`config.mk`:
```
export PLATFORM = sky130hd
export DESIGN_NAME = sclk_divider
export DESIGN_NICKNAME = d
export VERILOG_FILES = /design/src/rtl/sclkdiv_pkg.sv /design/src/rtl/sclkdiv_ctrl.sv /design/src/rtl/sclkdiv_count.sv /design/src/rtl/sclk_divider.sv
export SDC_FILE = /design/constraint.sdc
export NUM_CORES = 1
export LEC_CHECK = 0
export ABC_AREA = 1
export BUFFER_PORTS_ARGS = -buffer_cell sky130_fd_sc_hd__buf_2
export CORE_UTILIZATION = 30
export CTS_BUF_LIST = sky130_fd_sc_hd__clkbuf_16
export DETAILED_ROUTE_END_ITERATION = 10
export GPL_TIMING_DRIVEN = 0
export SYNTH_ARGS = -nofsm -noshare
export SYNTH_HDL_FRONTEND = slang
export SYNTH_SLANG_ARGS = --single-unit
```
`constraint.sdc`:
```
create_clock -name clk -period 2.1 [get_ports clk]
set_input_delay 0.105 -clock clk [delete_from_list [all_inputs] [get_ports clk]]
set_output_delay 0.105 -clock clk [all_outputs]
set_load 0.01 [all_outputs]
```
`src/rtl/sclkdiv_pkg.sv`:
```
package sclkdiv_pkg;
  localparam int DIV_W_DEF    = 16;
  localparam int ADDR_W_DEF   = 8;
  localparam int DATA_W_DEF   = 32;
  localparam int EN_POS_DEF   = 31;
  localparam int CTRL_OFS_DEF = 'h40;
endpackage

```
`src/rtl/sclkdiv_ctrl.sv`:
```
module sclkdiv_ctrl #(
  parameter int ADDR_W = sclkdiv_pkg::ADDR_W_DEF,
  parameter int DATA_W = sclkdiv_pkg::DATA_W_DEF,
  parameter int DIV_W  = sclkdiv_pkg::DIV_W_DEF,
  parameter int EN_POS = sclkdiv_pkg::EN_POS_DEF,
  parameter logic [ADDR_W-1:0] CTRL_ADDR = ADDR_W'(sclkdiv_pkg::CTRL_OFS_DEF)
) (
  input  logic              clk,
  input  logic              rst_n,
  input  logic              wr_en,
  input  logic [ADDR_W-1:0] wr_addr,
  input  logic [DATA_W-1:0] wr_data,
  output logic              en_q,
  output logic [DIV_W-1:0]  div_q,
  output logic              restart
);
  logic hit;
  assign hit     = wr_en && (wr_addr == CTRL_ADDR);
  assign restart = hit;

  always_ff @(posedge clk) begin
    if (!rst_n) begin
      en_q  <= 1'b0;
      div_q <= '0;
    end else if (hit) begin
      en_q  <= wr_data[EN_POS];
      div_q <= wr_data[DIV_W-1:0];
    end
  end

  // state only moves on an accepted write
  p_hold_r2: assert property (@(posedge clk) disable iff (!rst_n)
    !hit |=> ($stable(div_q) && $stable(en_q)));
endmodule

```
`src/rtl/sclkdiv_count.sv`:
```
module sclkdiv_count #(
  parameter int DIV_W = sclkdiv_pkg::DIV_W_DEF
) (
  input  logic             clk,
  input  logic             rst_n,
  input  logic             en,
  input  logic             xfer_active,
  input  logic             restart,
  input  logic [DIV_W-1:0] div,
  output logic             tick_q,
  output logic             phase_q
);
  logic [DIV_W-1:0] cnt_q;
  logic             run;
  logic             wrap;

  assign run  = en && xfer_active && !restart;
  assign wrap = (cnt_q == div);

  always_ff @(posedge clk) begin
    if (!rst_n) begin
      cnt_q   <= '0;
      tick_q  <= 1'b0;
      phase_q <= 1'b0;
    end else if (!run) begin
      cnt_q   <= '0;
      tick_q  <= 1'b0;
      phase_q <= 1'b0;
    end else if (wrap) begin
      cnt_q   <= '0;
      tick_q  <= 1'b1;
      phase_q <= (div == '0) ? phase_q : ~phase_q;
    end else begin
      cnt_q   <= cnt_q + 1'b1;
      tick_q  <= 1'b0;
    end
  end

  p_cnt_bound_r5: assert property (@(posedge clk) disable iff (!rst_n)
    cnt_q <= div);
  p_gap_r5: assert property (@(posedge clk) disable iff (!rst_n)
    (tick_q && div != '0) |=> !tick_q);
  p_off_idle_r3: assert property (@(posedge clk) disable iff (!rst_n)
    !(en && xfer_active) |=> (!tick_q && !phase_q));
  p_restart_r8: assert property (@(posedge clk) disable iff (!rst_n)
    restart |=> (!tick_q && !phase_q && cnt_q == '0));
  p_d0_r7: assert property (@(posedge clk) disable iff (!rst_n)
    (run && div == '0) |=> (tick_q && $stable(phase_q)));
  p_toggle_r6: assert property (@(posedge clk) disable iff (!rst_n)
    $rose(phase_q) |-> tick_q);
endmodule

```
`src/rtl/sclk_divider.sv`:
```
module sclk_divider #(
  parameter int ADDR_W = sclkdiv_pkg::ADDR_W_DEF,
  parameter int DATA_W = sclkdiv_pkg::DATA_W_DEF,
  parameter int DIV_W  = sclkdiv_pkg::DIV_W_DEF,
  parameter int EN_POS = sclkdiv_pkg::EN_POS_DEF,
  parameter logic [ADDR_W-1:0] CTRL_ADDR = ADDR_W'(sclkdiv_pkg::CTRL_OFS_DEF)
) (
  input  logic              clk,
  input  logic              rst_n,
  input  logic              wr_en,
  input  logic [ADDR_W-1:0] wr_addr,
  input  logic [DATA_W-1:0] wr_data,
  input  logic              xfer_active,
  input  logic              sclk_idle_pol,
  output logic              sclk,
  output logic              sclk_tick
);
  logic             en_q;
  logic [DIV_W-1:0] div_q;
  logic             restart;
  logic             phase_q;

  sclkdiv_ctrl #(
    .ADDR_W(ADDR_W), .DATA_W(DATA_W), .DIV_W(DIV_W),
    .EN_POS(EN_POS), .CTRL_ADDR(CTRL_ADDR)
  ) u_ctrl (
    .clk(clk), .rst_n(rst_n), .wr_en(wr_en), .wr_addr(wr_addr),
    .wr_data(wr_data), .en_q(en_q), .div_q(div_q), .restart(restart)
  );

  sclkdiv_count #(.DIV_W(DIV_W)) u_count (
    .clk(clk), .rst_n(rst_n), .en(en_q), .xfer_active(xfer_active),
    .restart(restart), .div(div_q), .tick_q(sclk_tick), .phase_q(phase_q)
  );

  assign sclk = sclk_idle_pol ^ phase_q;

  // a stopped divider rests at the selected level
  p_idle_level_r9: assert property (@(posedge clk) disable iff (!rst_n)
    !en_q |=> (sclk == sclk_idle_pol));
endmodule

```
==> metrics <==
TritonCTS Buffers=5; Max Freq=571 MHz; Adder-Cell Fraction of Synth Area=less than 1%; Reg2Reg Setup Slack=0.35 ns; Initial Util=about a third; Final #Nets=about 330; Critical Path AT=between 1.5 and 2 ns; fraction of layout cells with a size suffix above 1=about a fifth; Tcrit/Tclk final=between 80% and 90%; Final Hold Viols=0; critical path type=reg2reg; Antenna Nets Post-Route=0; vias in the first global route=1460; largest family of logic cells by synthesized area=simple AND/OR/NAND/NOR gates; # resized after CTS=0; HP Class=in2reg; later-pin clock latency in the skew report=about 0.28 ns; diode count=0; sequential area share after synthesis=39.6%; Synth Cell Area=~1800 sq um; slew margin rel.=65.7%; Hold Path Depth=3; Max Cap Viol=0; Avg WL per Cell=between 10 and 15 um; # DRC=0; R2R depth=7; final instance area=around 2100 sq um; First DRT Iteration DRCs=between 50 and 60; post-route setup TNS=0 ns; pwr dens=around 650 nW/um^2; VDD IR max=roughly 0.52 mV; pin count of the biggest net entering global routing=11; Slew Viols, Final=0; initial antenna violation count=0; clk buf depth=2; area delta synth->final=20.9%; Die W=slightly below 80 um; CTS H-Tree Depth=2; routability cong.=approximately 0.75; worst-margin pin slew=just over 0.5 ns; Seq pwr share=around 48%; Post-DP HPWL=about 3000 um; slowest CP cell=dfxtp_1; CP Data Required Time=approximately 2.3 ns; FF-to-FF End=u_count.cnt_q[12]; commonest non-fill, non-tap cells in the layout=53 x nand2_1, 35 x dfxtp_1, 34 x inv_1, 31 x buf_2, 22 x nor2_1; startpoint types=flop; CTS sink cnt=35; post-synthesis compound-gate area fraction=about 10%; GRT Util Overall=~14%; vias per cell=between 4 and 5; Root Driver=clkbuf_16; GRT Residual Overflow=0; row count=27; most common cell after layout, fill and taps aside=nand2_1; die height=between 70 and 80 um; DRT Pass-1 Iters=4; total detailed-routing wirelength=3870 um; XOR/XNOR share of the synthesized area=8.91%; Final WS setup=between 0.3 and 0.4 ns; postcts setup bufs=0; Switch Pwr=approximately 0.28 mW; # IOs=47; core area=about 5600 sq um; clock power share=around 49%; CP most frequent cell=nand3_1; YS warnings=0; leak pwr=between 0.8 and 0.9 nW; post-synthesis mux area share=0%; hold_sp=wr_data[31]; number of fill cells in the layout=616; first-pass GRT wire length=6750 um; FF+latch count, synth=35; DP Area=2010 sq um; Mean Syn Cell Area=approximately 7 sq um; Syn Nets=just under 300; worst-path maximum fanout=5; Setup Viol. Count Final=0; Crit. End Element=flop; WHS Endpoint=u_ctrl.en_q; Min Hold Slack=about 0.1 ns; status=complete, no violations; CTS tree=yes; Period minus WS final=roughly 1.8 ns; IO buf count=30; RSZ-0062 raised after global routing=no; clock skew=between 0.003 and 0.004 ns; Gate Count Post-Synth=248; Synth Area in Simple Gates=between 30% and 40%; Clock transition at path regs=0.05 ns; via count=1611; worst-path cell chain=ha_1, nand3_1, nor3_1, nand3_1, xor2_1, inv_1, nor2_1; synth unique cells=25; sw frac=about a fifth; worst slack, placed=around 0.39 ns; full die area=around 6200 sq um; internal power=~1.1 mW; combinational share of power=~3.6%; post-cts hold buffer count=0; Critical Path Max Stage Delay=about 0.43 ns; worst reg2reg path startpoint=u_count.cnt_q[0]
-- cell families (layout without fill, tap and decap cells) --
kind of cell,count (synthesis),after routing
AO/OA/AOI/OAI,35,35
adder cells (fa/ha/maj),1,1
flip-flops,35,35
buffers and inverters,44,80
XOR/XNOR,18,18
AND/OR/NAND/NOR,115,115
-- per-stage QoR --
step	instances	utilization, %	power, mW
2_1_floorplan	248	-	0.699
3_3_place_gp	350	35.8	0.730
3_5_place_dp	350	35.8	0.730
4_1_cts	356	38.1	1.41
5_1_grt	356	38.1	1.45
6_report	356	38.1	1.40
-- layer usage --
metal | vias up | track usage (%) | wire, um
met5 | - | 0 | 0
met4 | 0 | 5.56 | 71
met3 | 8 | 3.79 | 136
met2 | 26 | 23.7 | 1790
met1 | 726 | 17.9 | 1870
li1 | 851 | - | -
-- worst max-delay path by stage --
stage | slack, ns | endpoint | cells past startpoint | start
6_report | 0.35 | u_count.cnt_q[12] | 7 | u_count.cnt_q[0]
5_1_grt | 0.16 | u_count.cnt_q[12] | 7 | u_count.cnt_q[0]
4_1_cts | 0.35 | u_count.cnt_q[12] | 7 | u_count.cnt_q[0]
3_5_place_dp | 0.39 | u_count.cnt_q[12] | 7 | u_count.cnt_q[0]
3_3_place_gp | 0.39 | u_count.cnt_q[12] | 7 | u_count.cnt_q[0]
2_1_floorplan | 0.65 | u_count.cnt_q[12] | 7 | u_count.cnt_q[0]
-- registers in the layout, indices dropped and copies added (netlist names) --
| register | cells |
|---|---|
| u_count.tick_q | 1 |
| u_ctrl.en_q | 1 |
| u_count.cnt_q | 16 |
| u_count.phase_q | 1 |
| u_ctrl.div_q | 16 |
-- cell usage after synthesis --
cell type	n	area share, %
o21ai_0	16	4.5
nand2_2	1	0.35
nand3_1	6	1.7
nand2_1	53	11
ha_1	1	0.71
nand3_2	1	0.57
nor2_2	13	4.6
xnor2_1	1	0.50
inv_2	4	0.85
buf_12	1	1.1
nand2_4	1	0.64
clkbuf_1	4	0.85
nor3_2	1	0.57
nor3_1	5	1.4
buf_2	1	0.28
a21boi_0	1	0.42
nand4_1	10	3.5
nand3b_1	1	0.42
a21oi_1	18	5.1
nor2_1	22	4.7
buf_1	1	0.21
dfxtp_1	35	40
inv_1	33	7.0
nor4_2	1	0.71
xor2_1	17	8.4
-- cell type report --
type	instances	area, sq um	share of cell area (%)
buffer	7	43.8	2.05
clock inverter	1	3.75	0.176
sequential	35	701	32.8
clock buffer	5	125	5.85
tap	72	90.1	4.21
timing repair buffer	30	150	7.02
inverter	37	139	6.50
multi-input combinational	169	886	41.4
-- power by group through the flow --
stage	Sequential [mW]	Clock, mW	Combinational [mW]
after floorplan	0.680	0	0.0198
after global placement	0.680	0	0.0501
after detailed placement	0.680	0	0.0506
after CTS	0.666	0.693	0.0509
after global routing	0.665	0.724	0.0566
final	0.666	0.681	0.0500
-- worst max-delay path, delay by kind of cell (launching register included) --
| kind | cells | cell delay, ns |
|---|---|---|
| buf+inv | 1 | 0.05 |
| xor+xnor | 1 | 0.17 |
| simple gates | 4 | 0.79 |
| flops | 1 | 0.43 |
| fa+ha+maj | 1 | 0.22 |
Power figures use the tool's default switching activity.
